==> src/rtl/skid_pkg.sv <==
package skid_pkg;
  typedef enum logic [1:0] {SKID_REG, SKID_COMB, SKID_PASS} skid_mode_e;

  function automatic skid_mode_e skid_mode(bit pass, bit outreg);
    if (pass) return SKID_PASS;
    return outreg ? SKID_REG : SKID_COMB;
  endfunction
endpackage

==> src/rtl/skid_slot.sv <==
module skid_slot #(
  parameter int DW = 8,
  parameter bit LOWPOWER = 1'b0
) (
  input  logic          clk_i,
  input  logic          rst_ni,
  input  logic          load_i,
  input  logic [DW-1:0] data_i,
  input  logic          drain_i,
  output logic          vld_o,
  output logic [DW-1:0] data_o
);
  always_ff @(posedge clk_i or negedge rst_ni) begin
    if (!rst_ni) begin
      vld_o  <= 1'b0;
      data_o <= '0;
    end else if (load_i) begin
      vld_o  <= 1'b1;
      data_o <= data_i;
    end else if (drain_i) begin
      vld_o <= 1'b0;
      if (LOWPOWER) data_o <= '0;
    end
  end
endmodule

==> src/rtl/skid_sel.sv <==
module skid_sel #(
  parameter int DW = 8,
  parameter bit LOWPOWER = 1'b0
) (
  input  logic          slot_vld_i,
  input  logic [DW-1:0] slot_data_i,
  input  logic          in_vld_i,
  input  logic [DW-1:0] in_data_i,
  output logic          vld_o,
  output logic [DW-1:0] data_o
);
  // parked word always goes first
  always_comb begin
    vld_o = slot_vld_i || in_vld_i;
    if (slot_vld_i)                data_o = slot_data_i;
    else if (LOWPOWER && !in_vld_i) data_o = '0;
    else                           data_o = in_data_i;
  end
endmodule

==> src/rtl/skid_out_reg.sv <==
module skid_out_reg #(
  parameter int DW = 8,
  parameter bit LOWPOWER = 1'b0
) (
  input  logic          clk_i,
  input  logic          rst_ni,
  input  logic          advance_i,
  input  logic          src_vld_i,
  input  logic [DW-1:0] src_data_i,
  output logic          vld_o,
  output logic [DW-1:0] data_o
);
  always_ff @(posedge clk_i or negedge rst_ni) begin
    if (!rst_ni) begin
      vld_o  <= 1'b0;
      data_o <= '0;
    end else if (advance_i) begin
      vld_o  <= src_vld_i;
      data_o <= (LOWPOWER && !src_vld_i) ? '0 : src_data_i;
    end
  end
endmodule

==> src/rtl/skid_buf.sv <==
module skid_buf #(
  parameter int DW = 8,
  parameter bit OPT_OUTREG = 1'b1,
  parameter bit OPT_LOWPOWER = 1'b0,
  parameter bit OPT_PASSTHROUGH = 1'b0
) (
  input  logic          clk_i,
  input  logic          rst_ni,
  input  logic          in_valid_i,
  output logic          in_ready_o,
  input  logic [DW-1:0] in_data_i,
  output logic          out_valid_o,
  input  logic          out_ready_i,
  output logic [DW-1:0] out_data_o
);
  import skid_pkg::*;
  localparam skid_mode_e MODE = skid_mode(OPT_PASSTHROUGH, OPT_OUTREG);

  logic          slot_vld;
  logic [DW-1:0] slot_dat;

  if (MODE == SKID_PASS) begin : g_pass
    assign slot_vld    = 1'b0;
    assign slot_dat    = '0;
    assign in_ready_o  = out_ready_i;
    assign out_valid_o = in_valid_i;
    assign out_data_o  = in_data_i;
  end else begin : g_buf
    logic          accept;
    logic          park;
    logic          in_vld_q;
    logic          sel_vld;
    logic [DW-1:0] sel_dat;

    assign in_ready_o = !slot_vld;
    assign accept     = in_valid_i && in_ready_o;
    assign park       = accept && out_valid_o && !out_ready_i;
    assign in_vld_q   = in_valid_i && rst_ni;

    skid_slot #(.DW(DW), .LOWPOWER(OPT_LOWPOWER)) u_slot (
      .clk_i   (clk_i),
      .rst_ni  (rst_ni),
      .load_i  (park),
      .data_i  (in_data_i),
      .drain_i (out_ready_i),
      .vld_o   (slot_vld),
      .data_o  (slot_dat)
    );

    skid_sel #(.DW(DW), .LOWPOWER(OPT_LOWPOWER)) u_sel (
      .slot_vld_i  (slot_vld),
      .slot_data_i (slot_dat),
      .in_vld_i    (in_vld_q),
      .in_data_i   (in_data_i),
      .vld_o       (sel_vld),
      .data_o      (sel_dat)
    );

    if (MODE == SKID_REG) begin : g_reg
      skid_out_reg #(.DW(DW), .LOWPOWER(OPT_LOWPOWER)) u_out (
        .clk_i      (clk_i),
        .rst_ni     (rst_ni),
        .advance_i  (!out_valid_o || out_ready_i),
        .src_vld_i  (sel_vld),
        .src_data_i (sel_dat),
        .vld_o      (out_valid_o),
        .data_o     (out_data_o)
      );
    end else begin : g_comb
      assign out_valid_o = sel_vld;
      assign out_data_o  = sel_dat;
    end
  end
endmodule

==> config.mk <==
export PLATFORM = sky130hd
export DESIGN_NAME = skid_buf
export DESIGN_NICKNAME = d
export VERILOG_FILES = /design/src/rtl/skid_pkg.sv /design/src/rtl/skid_slot.sv /design/src/rtl/skid_sel.sv /design/src/rtl/skid_out_reg.sv /design/src/rtl/skid_buf.sv
export SDC_FILE = /design/constraint.sdc
export NUM_CORES = 1
export LEC_CHECK = 0
export BUFFER_PORTS_ARGS = -buffer_cell sky130_fd_sc_hd__buf_4
export CAP_MARGIN = 40
export CORE_MARGIN = 1
export CORE_UTILIZATION = 45
export CTS_CLUSTER_DIAMETER = 200
export DETAILED_ROUTE_END_ITERATION = 10
export PLACE_DENSITY = 0.72
export SLEW_MARGIN = 20
export SYNTH_ARGS = -nofsm -noshare
export SYNTH_HDL_FRONTEND = slang
export SYNTH_SLANG_ARGS = --single-unit
==> constraint.sdc <==
create_clock -name clk_i -period 1.1 [get_ports clk_i]
set_input_delay 0.22 -clock clk_i [delete_from_list [all_inputs] [get_ports clk_i]]
set_output_delay 0.22 -clock clk_i [all_outputs]
set_load 0.005 [all_outputs]
==> flow_metrics.env <==
export IMPL_bufs_on_longest_clock_path=2
export IMPL_worst_r2r_startpoint="g_buf.u_slot.vld_o"
export IMPL_final_nets=97
export IMPL_grt_use_total_pct=15.6
export IMPL_crit_path_max_fanout=4
export IMPL_timing_max_transition_violations_final=0
export IMPL_synth_edf_count=0
export IMPL_antenna_cells=0
export IMPL_cp_data_required_time_ns=1.27
export IMPL_finalSetupViolCount=18
export IMPL_synth_area_in_compound_gates_pct=1.15
export IMPL_die_x_um=46.1
export IMPL_clk_pin_slew_ns=0.09
export IMPL_achievable_frequency_ghz=0.793
export IMPL_floorplan_initialDensity_pct=49.5
export IMPL_cts_num_sinks=18
export IMPL_gp_congestion=0.706
export IMPL_yosys_area_top_type="sky130_fd_sc_hd__dfrtp_1"
export IMPL_clock_tree_htree_level_count=1
export IMPL_layout_area_overhead_vs_synth_pct=32.4
export IMPL_critical_path_slowest_cell="sky130_fd_sc_hd__dfrtp_1"
export IMPL_synth_warn=0
export IMPL_path_class="reg2reg"
export IMPL_synthXorXnorAreaFrac_pct=0
export IMPL_firstDrtPassIters=2
export IMPL_hold_viol=0
export IMPL_grt_first_pass_wirelength_um=2320
export IMPL_globalRouteOverflowTotal=0
export IMPL_setup_ws_ns=-0.161
export IMPL_die_area_mm2=0.00212
export IMPL_synth_top_cells_by_count="sky130_fd_sc_hd__mux2_4 (22), sky130_fd_sc_hd__dfrtp_1 (18), sky130_fd_sc_hd__a21oi_1 (2), sky130_fd_sc_hd__buf_6 (2), sky130_fd_sc_hd__mux2_2 (2)"
export IMPL_numCtsBuffers=3
export IMPL_power_leakage_nw=0.583
export IMPL_netlist_area_leader_share_pct=51.6
export IMPL_minimum_clock_period_ns=1.26
export IMPL_ys_ff_latch=18
export IMPL_unrepaired_setup_endpoints_after_global_routing="yes"
export IMPL_antenna_violations_before_repair=0
export IMPL_via_density=4.69
export IMPL_timing_worst_slew_pin_value_ns=0.236
export IMPL_synth_async_sr_flop_share_pct=100
export IMPL_via_count_of_the_first_global_routing_pass=537
export IMPL_drt_initial_drc_count=4
export IMPL_final_min_period_over_clock_period_pct=115
export IMPL_route_vias_total=507
export IMPL_run_status="complete, but fails checks"
export IMPL_max_stage_delay_ns=0.42
export IMPL_timing_clock_skew_ns=0.00525
export IMPL_clock_latency_at_the_later_pin_of_the_worst_skew_pair_ns=0.28
export IMPL_layout_core_utilization_pct=65.5
export IMPL_design_core_area_mm2=0.00176
export IMPL_count_of_buffers_from_port_buffering=21
export IMPL_number_of_placed_instances_with_taps_included=104
export IMPL_synth_cell_area_um2=873
export IMPL_synth_fa_ha_area_share_pct=0
export IMPL_crit_path_cell_trace="and4bb_1 > buf_4 > mux2_4"
export IMPL_postPlaceCellArea_mm2=0.00111
export IMPL_dieHeight_um=46.1
export IMPL_synth_net_count=64
export IMPL_maxCapViolations=0
export IMPL_critical_path_top_delay_family="flip-flops"
export IMPL_dp_hpwl_um=1020
export IMPL_postSynthCellCount=52
export IMPL_simple_gate_portion_of_the_synthesized_area_pct=3.01
export IMPL_hp_start="out_ready_i"
export IMPL_fraction_of_layout_cells_with_a_size_suffix_above_1_pct=68.7
export IMPL_routed_wirelength_um=1420
export IMPL_dpl_worst_slack_ns=-0.146
export IMPL_pin_count_of_the_biggest_net_entering_global_routing=19
export IMPL_synth_area_leaders="sky130_fd_sc_hd__dfrtp_1 (52%), sky130_fd_sc_hd__mux2_4 (38%), sky130_fd_sc_hd__buf_6 (2.6%)"
export IMPL_slew_headroom_pct=84.2
export IMPL_synthMostInstantiatedCell="sky130_fd_sc_hd__mux2_4"
export IMPL_yosysSeqAreaShare_pct=51.6
export IMPL_ant_nets=0
export IMPL_post_route_cell_area_mm2=0.00116
export IMPL_std_cell_rows=15
export IMPL_powerDensity_mw_per_mm2=1580
export IMPL_multiInputGateArea_um2=389
export IMPL_timing_critical_path_to_type="register"
export IMPL_startpoint="g_buf.u_slot.vld_o"
export IMPL_synth_ff_type="sky130_fd_sc_hd__dfrtp_1"
export IMPL_setup_worst_path_start_class="register"
export IMPL_synth_lib_cells_used_distinct=11
export IMPL_multiplexer_area_fraction_after_synthesis_pct=40.4
export IMPL_drc_errors=0
export IMPL_largest_family_of_logic_cells_by_synthesized_area="multiplexers"
export IMPL_finalPower_mw=1.82
export IMPL_crit_buf_inv=1
export IMPL_violations="setup timing"
export IMPL_num_fill_cells=151
export IMPL_timing_critical_path_arrival_ns=1.43
export IMPL_post_synth_cell_area_avg_um2=16.8
export IMPL_tritoncts="done"
export IMPL_hold_class="in2reg"
export IMPL_drt_wirelength_per_cell_um=13.2
export IMPL_post_layout_nonfiller_instances=108
export IMPL_number_of_primary_i_o_pins=22
export IMPL_register_area_um2=450
export IMPL_power_ir_vdd_worst_mv=0.897
export IMPL_clockRootBuffer="sky130_fd_sc_hd__clkbuf_4"
## worst register-to-register path: cells and delay by family (launching register included)
| kind | cells | cell delay, ns |
|---|---|---|
| flip-flops | 1 | 0.42 |
| AND/OR/NAND/NOR | 1 | 0.28 |
| buffers and inverters | 1 | 0.16 |
| multiplexers | 1 | 0.30 |
## cells in the final DEF, fill, tap and decap left out
cell type and instances:
sky130_fd_sc_hd__buf_4 26, sky130_fd_sc_hd__mux2_4 22, sky130_fd_sc_hd__dfrtp_1 18, sky130_fd_sc_hd__clkbuf_4 3
sky130_fd_sc_hd__buf_6 3, sky130_fd_sc_hd__a21oi_1 2, sky130_fd_sc_hd__mux2_2 2, sky130_fd_sc_hd__inv_1 1
sky130_fd_sc_hd__and4bb_1 1, sky130_fd_sc_hd__nand2b_1 1, sky130_fd_sc_hd__nor2_1 1, sky130_fd_sc_hd__nand2_1 1
sky130_fd_sc_hd__dlygate4sd3_1 1, sky130_fd_sc_hd__buf_12 1
## stage by stage
step                      TNS, ns  hold slack (ns)
final                       -2.31           0.0903
after detailed placement    -2.01            0.207
after floorplan             -1.42          -0.0756
after global routing        -3.27           0.0893
after global placement      -1.86            0.209
after CTS                   -2.49           0.0793
## flip-flops by register name, summed over array words and instances, names as in the netlist
signal,flops
g_buf.g_reg.u_out.data_o,8
g_buf.u_slot.data_o,8
g_buf.u_slot.vld_o,1
g_buf.g_reg.u_out.vld_o,1
## path summary, 6_finish.rpt
kind | to | slack (ns) | cells after the start
max | g_buf.u_slot.data_o[4] | -0.16 | 3
max reg2reg | g_buf.u_slot.data_o[4] | -0.16 | 3
max in group asynchronous | g_buf.u_slot.data_o[4] | 0.46 | 3
min in group asynchronous | g_buf.u_slot.data_o[2] | 0.44 | 3
min | g_buf.u_slot.vld_o | 0.09 | 2
min reg2reg | g_buf.g_reg.u_out.data_o[6] | 0.52 | 1
## cell type report
cell class,instances,area share (%)
sequential,18,39.0
clock buffer,3,1.95
multi-input combinational,30,33.7
tap,25,2.71
inverter,1,0.325
timing repair buffer,31,22.4
## layer usage
layer  part of all wire, %  GRT usage (%)  vias to the layer above
met1                    51           21.2                      244
met2                    44           23.7                       17
met4                     0           7.06                        0
met5                     0              0                        -
met3                   4.7           3.53                        0
li1                      -              -                      246
## repair_timing
item / in CTS / in global routing
hold buffers: 1 / 0
endpoints found under the hold margin: 18 / 0
endpoints found under the setup margin: 18 / 18
gates resized for setup: 2 / 1
setup buffers: 0 / 0
## kinds of logic (layout without fill, tap and decap cells)
group	count (synthesis)	count (layout)
flops	18	18
compound gates	2	2
buf+inv	4	35
mux	24	24
simple gates	4	4
## power by group
part | switching [mW] | internal [mW] | leakage [nW]
sequential | 0.0926 | 0.819 | 0.213
combinational | 0.159 | 0.436 | 0.356
clock | 0.188 | 0.127 | 0.0138
Power figures use the tool's default switching activity.
